[src/rtl/i2cm_pkg.sv]
package i2cm_pkg;
  typedef enum logic [2:0] {
    ST_IDLE,
    ST_DEV,
    ST_ADDR,
    ST_WR,
    ST_RD,
    ST_BUSY
  } st_e;

  localparam logic [3:0] DEV_CODE = 4'b1010;
  localparam int BYTE_W = 8;
endpackage

[src/rtl/i2cm_cond_det.sv]
module i2cm_cond_det (
  input  logic clk,
  input  logic rst,
  input  logic scl_i,
  input  logic sda_i,
  output logic scl_rise,
  output logic scl_fall,
  output logic start_det,
  output logic stop_det
);
  logic scl_q, sda_q;

  always_ff @(posedge clk) begin
    if (rst) begin
      scl_q <= 1'b1;
      sda_q <= 1'b1;
    end else begin
      scl_q <= scl_i;
      sda_q <= sda_i;
    end
  end

  assign scl_rise  = scl_i & ~scl_q;
  assign scl_fall  = ~scl_i & scl_q;
  assign start_det = scl_i & scl_q & sda_q & ~sda_i;
  assign stop_det  = scl_i & scl_q & ~sda_q & sda_i;
endmodule

[src/rtl/i2cm_page_buf.sv]
module i2cm_page_buf #(
  parameter int PAGE = 8,
  parameter int W    = 8,
  localparam int IW  = $clog2(PAGE)
) (
  input  logic          clk,
  input  logic          rst,
  input  logic          clr,
  input  logic          wr_en,
  input  logic [IW-1:0] wr_idx,
  input  logic [W-1:0]  wr_data,
  input  logic [IW-1:0] rd_idx,
  output logic [W-1:0]  rd_data,
  output logic          rd_valid,
  output logic          any_valid
);
  logic [W-1:0]    data_q [PAGE];
  logic [PAGE-1:0] vld_q;

  always_ff @(posedge clk) begin
    if (rst) begin
      vld_q <= '0;
    end else if (clr) begin
      vld_q <= '0;
    end else if (wr_en) begin
      vld_q[wr_idx] <= 1'b1;
    end
  end

  always_ff @(posedge clk) begin
    if (wr_en) data_q[wr_idx] <= wr_data;
  end

  assign rd_data   = data_q[rd_idx];
  assign rd_valid  = vld_q[rd_idx];
  assign any_valid = |vld_q;
endmodule

[src/rtl/i2cm_prog_timer.sv]
module i2cm_prog_timer #(
  parameter int CYCLES = 1000,
  localparam int CW    = $clog2(CYCLES + 1)
) (
  input  logic clk,
  input  logic rst,
  input  logic start,
  output logic done
);
  logic [CW-1:0] cnt_q;
  logic          run_q;

  always_ff @(posedge clk) begin
    if (rst) begin
      cnt_q <= '0;
      run_q <= 1'b0;
      done  <= 1'b0;
    end else begin
      done <= 1'b0;
      if (start) begin
        cnt_q <= CW'(CYCLES - 1);
        run_q <= 1'b1;
      end else if (run_q) begin
        if (cnt_q == '0) begin
          run_q <= 1'b0;
          done  <= 1'b1;
        end else begin
          cnt_q <= cnt_q - CW'(1);
        end
      end
    end
  end
endmodule

[src/rtl/i2cm_eeprom_slave.sv]
module i2cm_eeprom_slave
  import i2cm_pkg::*;
#(
  parameter int AW          = 7,
  parameter int PAGE        = 8,
  parameter int PROG_CYCLES = 1000,
  localparam int PW         = $clog2(PAGE)
) (
  input  logic              clk,
  input  logic              rst,
  input  logic              scl_i,
  input  logic              sda_i,
  input  logic              mode_en_i,
  input  logic              wr_gate_i,
  output logic              sda_pull_o,
  output logic [AW-1:0]     mem_addr_o,
  output logic [BYTE_W-1:0] mem_wdata_o,
  output logic              mem_we_o,
  input  logic [BYTE_W-1:0] mem_rdata_i
);
  st_e              st_q, pend_q;
  logic [3:0]       bit_q;
  logic [BYTE_W-1:0] sh_q;
  logic [BYTE_W-2:0] tx_q;
  logic             pull_q;
  logic [AW-1:0]    ptr_q;
  logic [AW-PW-1:0] page_q;
  logic             commit_q;
  logic [PW-1:0]    cidx_q;

  logic scl_rise, scl_fall, start_det, stop_det;
  logic busy_w, byte_end, buf_wr, buf_clr, go_busy, t_done;
  logic [BYTE_W-1:0] buf_rd_data;
  logic buf_rd_valid, buf_any;

  i2cm_cond_det u_cond (
    .clk(clk), .rst(rst), .scl_i(scl_i), .sda_i(sda_i),
    .scl_rise(scl_rise), .scl_fall(scl_fall),
    .start_det(start_det), .stop_det(stop_det)
  );

  assign busy_w   = (st_q == ST_BUSY);
  assign byte_end = mode_en_i && !busy_w && !start_det && !stop_det &&
                    scl_fall && (bit_q == 4'd8) &&
                    (st_q == ST_DEV || st_q == ST_ADDR || st_q == ST_WR);
  assign buf_wr   = byte_end && (st_q == ST_WR);
  assign buf_clr  = start_det && !busy_w && mode_en_i;
  assign go_busy  = mode_en_i && !busy_w && !start_det && stop_det &&
                    (st_q == ST_WR) && buf_any && wr_gate_i;

  i2cm_page_buf #(.PAGE(PAGE), .W(BYTE_W)) u_buf (
    .clk(clk), .rst(rst), .clr(buf_clr), .wr_en(buf_wr),
    .wr_idx(ptr_q[PW-1:0]), .wr_data(sh_q),
    .rd_idx(cidx_q), .rd_data(buf_rd_data),
    .rd_valid(buf_rd_valid), .any_valid(buf_any)
  );

  i2cm_prog_timer #(.CYCLES(PROG_CYCLES)) u_tmr (
    .clk(clk), .rst(rst), .start(go_busy), .done(t_done)
  );

  always_ff @(posedge clk) begin
    if (rst) begin
      st_q     <= ST_IDLE;
      pend_q   <= ST_IDLE;
      bit_q    <= '0;
      sh_q     <= '0;
      tx_q     <= '0;
      pull_q   <= 1'b0;
      ptr_q    <= '0;
      page_q   <= '0;
      commit_q <= 1'b0;
      cidx_q   <= '0;
    end else if (busy_w) begin
      pull_q <= 1'b0;
      if (t_done) begin
        commit_q <= 1'b1;
        cidx_q   <= '0;
      end else if (commit_q) begin
        if (cidx_q == PW'(PAGE - 1)) begin
          commit_q <= 1'b0;
          st_q     <= ST_IDLE;
        end
        cidx_q <= cidx_q + PW'(1);
      end
    end else if (!mode_en_i) begin
      st_q   <= ST_IDLE;
      pull_q <= 1'b0;
      bit_q  <= '0;
    end else if (start_det) begin
      st_q   <= ST_DEV;
      bit_q  <= '0;
      pull_q <= 1'b0;
    end else if (stop_det) begin
      pull_q <= 1'b0;
      bit_q  <= '0;
      st_q   <= go_busy ? ST_BUSY : ST_IDLE;
    end else begin
      case (st_q)
        ST_DEV, ST_ADDR, ST_WR: begin
          if (scl_rise && bit_q < 4'd8) begin
            sh_q  <= {sh_q[BYTE_W-2:0], sda_i};
            bit_q <= bit_q + 4'd1;
          end else if (scl_rise && bit_q == 4'd8) begin
            bit_q <= 4'd9;
          end else if (byte_end) begin
            if (st_q == ST_DEV) begin
              if (sh_q[7:4] == DEV_CODE) begin
                pull_q <= 1'b1;
                pend_q <= sh_q[0] ? ST_RD : ST_ADDR;
              end else begin
                st_q  <= ST_IDLE;
                bit_q <= '0;
              end
            end else if (st_q == ST_ADDR) begin
              pull_q <= 1'b1;
              ptr_q  <= sh_q[AW-1:0];
              page_q <= sh_q[AW-1:PW];
              pend_q <= ST_WR;
            end else begin
              pull_q          <= 1'b1;
              ptr_q[PW-1:0]   <= ptr_q[PW-1:0] + PW'(1);
              pend_q          <= ST_WR;
            end
          end else if (scl_fall && bit_q == 4'd9) begin
            bit_q  <= '0;
            st_q   <= pend_q;
            pull_q <= 1'b0;
            if (pend_q == ST_RD) begin
              tx_q   <= mem_rdata_i[BYTE_W-2:0];
              pull_q <= ~mem_rdata_i[BYTE_W-1];
            end
          end
        end
        ST_RD: begin
          if (scl_rise && bit_q < 4'd8) begin
            bit_q <= bit_q + 4'd1;
          end else if (scl_rise && bit_q == 4'd8) begin
            if (sda_i) begin
              st_q  <= ST_IDLE;
              bit_q <= '0;
            end else begin
              bit_q <= 4'd9;
            end
          end else if (scl_fall && bit_q >= 4'd1 && bit_q <= 4'd7) begin
            tx_q   <= {tx_q[BYTE_W-3:0], 1'b0};
            pull_q <= ~tx_q[BYTE_W-2];
          end else if (scl_fall && bit_q == 4'd8) begin
            pull_q <= 1'b0;
            ptr_q  <= ptr_q + AW'(1);
          end else if (scl_fall && bit_q == 4'd9) begin
            tx_q   <= mem_rdata_i[BYTE_W-2:0];
            pull_q <= ~mem_rdata_i[BYTE_W-1];
            bit_q  <= '0;
          end
        end
        default: ;
      endcase
    end
  end

  assign sda_pull_o  = pull_q;
  assign mem_addr_o  = commit_q ? {page_q, cidx_q} : ptr_q;
  assign mem_we_o    = commit_q & buf_rd_valid;
  assign mem_wdata_o = buf_rd_data;
endmodule

[config.mk]
export PLATFORM = sky130hd
export DESIGN_NAME = i2cm_eeprom_slave
export DESIGN_NICKNAME = d
export VERILOG_FILES = /design/src/rtl/i2cm_pkg.sv /design/src/rtl/i2cm_cond_det.sv /design/src/rtl/i2cm_page_buf.sv /design/src/rtl/i2cm_prog_timer.sv /design/src/rtl/i2cm_eeprom_slave.sv
export SDC_FILE = /design/constraint.sdc
export NUM_CORES = 1
export LEC_CHECK = 0
export ABC_AREA = 1
export BUFFER_PORTS_ARGS = -buffer_cell sky130_fd_sc_hd__buf_2
export CAP_MARGIN = 10
export CORE_ASPECT_RATIO = 2
export CORE_MARGIN = 1
export CORE_UTILIZATION = 30
export CTS_BUF_LIST = sky130_fd_sc_hd__clkbuf_8
export DETAILED_ROUTE_END_ITERATION = 10
export GPL_ROUTABILITY_DRIVEN = 1
export SLEW_MARGIN = 20
export SYNTH_ARGS = -nofsm -noshare
export SYNTH_HDL_FRONTEND = slang
export SYNTH_SLANG_ARGS = --single-unit
[constraint.sdc]
create_clock -name clk -period 2.5 [get_ports clk]
set_input_delay 0.625 -clock clk [delete_from_list [all_inputs] [get_ports clk]]
set_output_delay 0.625 -clock clk [all_outputs]
set_load 0.01 [all_outputs]
==> results of run 1 <==
## path summary, 6_finish.rpt
kind | from | to | slack, ns | cells past startpoint
max | register | mem_wdata_o[4] | 0.14 | 7
min | scl_i | u_cond.scl_q | 0.42 | 3
min reg2reg | page_q[0] | page_q[0] | 0.45 | 2
max reg2reg | bit_q[1] | u_buf.data_q[0][6] | 0.46 | 10
## where the power goes
| part | total, µW | internal (µW) | switching, µW |
|---|---|---|---|
| sequential | 2320 | 2260 | 55.4 |
| combinational | 546 | 178 | 368 |
| clock | 1740 | 921 | 817 |
## final cells by class
type                       instances  area (µm²)
tap                              266         333
sequential                       130        3250
clock buffer                      19         262
inverter                          79         300
fill                            2191       13200
timing repair buffer              52         343
clock inverter                    13         120
multi-input combinational        524        2580
## routing by layer
layer | global-route usage [%] | wire length (µm)
met5 | 0 | 0
met1 | 13.2 | 5400
met3 | 3.10 | 393
met2 | 33.1 | 9360
met4 | 10.4 | 907
## registers in the layout, indices dropped and copies added (netlist names), 3 cells and up, named ones only
register      count
u_buf.data_q     64
st_q              3
tx_q              7
sh_q              8
page_q            4
pend_q            3
u_tmr.cnt_q      10
cidx_q            3
ptr_q             7
bit_q             4
u_buf.vld_q       8
## layout by cell type (no fill, tap or decap), drive strengths merged
master	netlist	final
o22ai	10	10
xnor2	1	1
edfxtp	64	64
a31oi	13	13
bufinv	0	2
mux2	1	1
nor3b	1	1
a211oi	2	2
buf	6	52
and3	1	1
a21boi	1	1
ha	8	8
a21oi	36	36
nand4	7	7
o21ai	78	78
dfxtp	66	66
o41ai	1	1
o21a	2	2
o21ba	6	6
nand3b	2	2
clkbuf	14	19
nor4	1	1
xor2	1	1
nand2	145	145
inv	79	84
nor2	146	146
clkinvlp	0	3
nand3	50	50
nor3	11	11
clkinv	0	3
## through the flow
stage	power (µW)	instances	utilization [%]
floorplan	2760	753	-
global placement	2910	1050	33.2
global route	4830	1083	35.3
finish	4600	1083	35.3
CTS	4660	1082	35.1
detailed placement	2910	1050	33.2
## worst min-delay path, delay by kind of cell
kind,cells,cell delay (ns)
buf+inv,2,0.16
simple gates,1,0.05
## kinds of logic after synthesis
family | count (synthesis) | share of synthesized area [%]
AO/OA/AOI/OAI | 149 | 13.4
XOR/XNOR | 2 | 0.282
adder cells (fa/ha/maj) | 8 | 1.61
buffers and inverters | 99 | 6.19
flip-flops | 130 | 52.3
multiplexers | 1 | 0.182
AND/OR/NAND/NOR | 364 | 26.0
## what timing repair did
action / CTS / global route
buffers inserted: 0 / 1
gates resized for setup: 3 / 5
endpoints found under the setup margin: 9 / 9
==> impl_metrics.ini, run 1 <==
[setup_path]
crit_slowest_cell = dfxtp_2
worstPathRequired_ns = 1.88
path_cells = inv_1 -> buf_8 -> nor2_1 -> o22ai_1 -> nor2_1 -> a31oi_1 -> buf_2
end_kind = output pin
crit_path_max_incr_delay_ns = 0.36
critical_path.max_fanout = 32
critPathArrivalTime_ns = 1.74
critPathMostFrequentCell = nor2_1
crit_type = register to output pin
crit_buf_inv = 3
critPathTopFamily = buffers and inverters
start_kind = register

[sta]
fin_ws_ns = 0.137
hold_viol = 0
skew_ns = 0.0104
slew_headroom_pct = 63.9
slew_viol_final = 0
fin_setup_tns_ns = 0
rsz0062_at_grt = no
tightest_slew_ns = 0.541
period_share_pct = 94.5
finalCriticalPeriod_ns = 2.36
whs_ns = 0.415
maxClockFrequency_mhz = 423
setup_violations = 0

[detailed_routing]
firstDrtPassIters = 4
vias_per_cell = 4.76
drc = 0
drt_wl_total_um = 16100
drt-wirelength-per-cell_um = 14.8
vias = 5154
ant_nets = 0
drt-initial-drc-count = 298

[place]
placed_cell_area_mm2 = 0.00676
dp_hpwl_um = 12100
portBuffers = 30
dp_slack_ns = 0.203
globalplace.congestion = 0.914

[synthesis]
synth_cell_type_count = 42
synth-edff-count = 64
async_flop_share_pct = 0
syn_area_mm2 = 0.00620
ys_seq_area_share_pct = 52.3
syn_area_per_cell_um2 = 8.24
yosysTopAreaCell = edfxtp_1
yosysMostFrequentCell = nand2_1
ys_ff_latch = 130
yosys-top-cells-count = nand2_1, nor2_1, o21ai_0
synth_top_area_share_pct = 31.0
synth_cells = 753
ys_top_cells_by_area = edfxtp_1, dfxtp_1, nand2_1
synth_ff_type = dfxtp_1
synth_warnings = 0
synth_nets = 775

[global_routing]
grt_pass1_wl_um = 25700
grt_pass1_vias = 5148
overflow = 0
grt.total_usage_pct = 15.9
grt_antenna_before_repair = 0
grt_max_degree = 33

[clocking]
clockBufferDepth = 2
hold_buffers = 0
cts_tree = built
htreeDepth = 4
clock-sinks = 130
root_buffer = clkbuf_8
clkSlewWorstSetupHoldPaths_ns = 0.08
clkLatencyLatePin_ns = 0.44
cts_buffers = 17

[outcome]
outcome = complete, no violations

[hold_path]
hold_path_class = primary input to register

[floorplanning]
die_x_um = 104
rows = 74
dieArea_mm2 = 0.0213
start_util_pct = 30.5
io_pins = 31
core-area_mm2 = 0.0204
die_h_um = 205

[finish]
final_cell_area_mm2 = 0.00719
drive_gt1_share_pct = 15.1
fin_nets = 826
diodes = 0
syn_to_final_growth_pct = 15.9

[power]
power_density_mw_per_mm2 = 641
ir_worst_vdd_v = 0.000371
leakagePower_uw = 0.00287

[job]
cap_violations = 0
(Power assumes the default switching activity.)
==> run 2: changes to the inputs <==
- CORE_ASPECT_RATIO: 2 -> 0.8
- PLACE_DENSITY: unset -> 0.42
==> run 2 against run 1 <==
  * Design area is 0.77% higher
  * Register-to-register slack worse by 0.06 ns
  * Clock skew rose by 0.0059 ns
  * Clock-buffer cell count decreased by 2
  * Non-clock buffer count is 1 lower
  * Worst setup slack worse by 0.040 ns
  * Sequential share of layout area is 0.27 points lower
  * Routed wire length up 5.8%
  * Critical path type unchanged
  * Largest power group unchanged
==> impl_metrics.ini, run 2 (synthesis gave the netlist of run 1 again) <==
[setup_path]
start_kind = register
crit_path_max_incr_delay_ns = 0.36
reg2reg_depth = 10
crit_type = register to output pin
crit_slowest_cell = dfxtp_4
reg2reg_slack_ns = 0.40
critPathArrivalTime_ns = 1.78
end_kind = output pin
critical_path.max_fanout = 16
r2r-start = bit_q[1]
endpoint = mem_wdata_o[5]
r2r-end = u_buf.data_q[6][1]
worstPathRequired_ns = 1.88
path_cells = inv_4 -> buf_12 -> o21ai_0 -> o22ai_1 -> nor2_1 -> a31oi_1 -> buf_2

[clocking]
post-cts-setup-buffers = 0
hold_buffers = 0
clkSlewWorstSetupHoldPaths_ns = 0.08
htreeDepth = 4
cts_buffers = 17
root_buffer = clkbuf_8
clock-sinks = 130
cts_tree = built
clockBufferDepth = 2
clkLatencyLatePin_ns = 0.44

[global_routing]
grt_max_degree = 34
grt_pass1_vias = 4811
overflow = 0
grt.total_usage_pct = 16.8
grt_antenna_before_repair = 0
grt_pass1_wl_um = 26800

[detailed_routing]
drt-initial-drc-count = 501
vias_per_cell = 4.84
drt_wl_total_um = 17000
firstDrtPassIters = 6
ant_nets = 0
drc = 0
vias = 5230
drt-wirelength-per-cell_um = 15.7

[finish]
final_common_cell = nand2_1
fin_nets = 826
largest_register_ffs = 64
drive_gt1_share_pct = 15.5
final_cells = 1081
diodes = 0
regArea_mm2 = 0.00325
reg_top3 = u_buf.data_q: 64 flops, u_tmr.cnt_q: 10 flops
regMostFlops = u_buf.data_q
fillers = 2094
mostFrequentLayoutCells = nand2_1, nor2_1, inv_1, o21ai_0
final_util_pct = 36.2
multi_input_area_mm2 = 0.00260
syn_to_final_growth_pct = 16.7

[sta]
hold_viol = 0
whs_ns = 0.424
setup_violations = 0
finalCriticalPeriod_ns = 2.40
skew_ns = 0.0164
period_share_pct = 96.1
tightest_slew_ns = 0.595
slew_viol_final = 0
slew_headroom_pct = 60.3
maxClockFrequency_mhz = 416

[floorplanning]
die_x_um = 163
start_util_pct = 31.0
dieArea_mm2 = 0.0213
io_pins = 31
core-area_mm2 = 0.0200
rows = 46
die_h_um = 131

[power]
leakagePower_uw = 0.00287
power_density_mw_per_mm2 = 639
ir_worst_vdd_v = 0.000298

[place]
globalplace.congestion = 0.812
portBuffers = 30
dp_hpwl_um = 12000
dp.cells = 1047

[job]
cap_violations = 0

[hold_path]
hold_path_class = primary input to register
hp-start = scl_i

[outcome]
outcome = complete, no violations
run 2: cell types whose count changed in the layout (fill, tap and decap cells not counted), moves of 3 or more:
cell / previous run / this run
buf_12: 1 / 4
o22ai_2: 0 / 3
clkinv_4: 0 / 3
inv_1: 75 / 72
o21ai_0: 76 / 72
o21ai_1: 0 / 4
o22ai_1: 10 / 7
run 2: worst max-delay path: cells and delay by family (launching register included):
family / cells / cell delay, ns
DFF: 1 / 0.36
buffers and inverters: 3 / 0.41
and+or+nand+nor: 1 / 0.07
AOI/OAI and AO/OA: 3 / 0.50
run 2: routing by layer:
| layer | track usage, % | vias to the layer above | routed length (µm) |
|---|---|---|---|
| met5 | 0 | - | 0 |
| met4 | 4.45 | 0 | 124 |
| met3 | 3.82 | 12 | 921 |
| met2 | 23.5 | 125 | 6830 |
| met1 | 25.5 | 2469 | 9120 |
| li1 | - | 2624 | - |
run 2: timing repair:
item                                    CTS  global route
endpoints found under the setup margin    8             7
gates resized for setup                   8            17
pin swaps                                 1             3
cloned                                    1             1
run 2: worst min-delay path by stage:
stage,cells past startpoint,slack [ns],to
floorplan,2,0.42,page_q[3]
global placement,2,0.44,page_q[0]
detailed placement,2,0.44,page_q[2]
CTS,3,0.40,u_cond.scl_q
global route,3,0.41,tx_q[0]
finish,3,0.42,u_cond.scl_q
run 2: cell type report:
type	instances	area share, %
Timing Repair Buffer	51	5.18
Sequential cell	130	44.9
Tap cell	264	4.56
Timing Repair inverter	1	0.104
Multi-Input combinational cell	524	35.9
Clock buffer	17	3.23
Clock inverter	15	1.99
Inverter	79	4.18
run 2: through the flow:
stage	area, µm²	setup slack (ns)	power, µW	TNS [ns]
6_report	7240	0.0973	4620	0
5_1_grt	7240	-0.00145	4860	-0.00145
4_1_cts	7170	0.0160	4660	0
3_5_place_dp	6760	0.152	2910	0
3_3_place_gp	6760	0.212	2910	0
2_1_floorplan	6200	0.388	2760	0
run 2: report_power, final:
group          internal (µW)  switching, µW  leakage [µW]  total, µW
clock network            878            885      0.000194       1760
registers               2260           55.7       0.00113       2320
logic                    179            368       0.00155        547
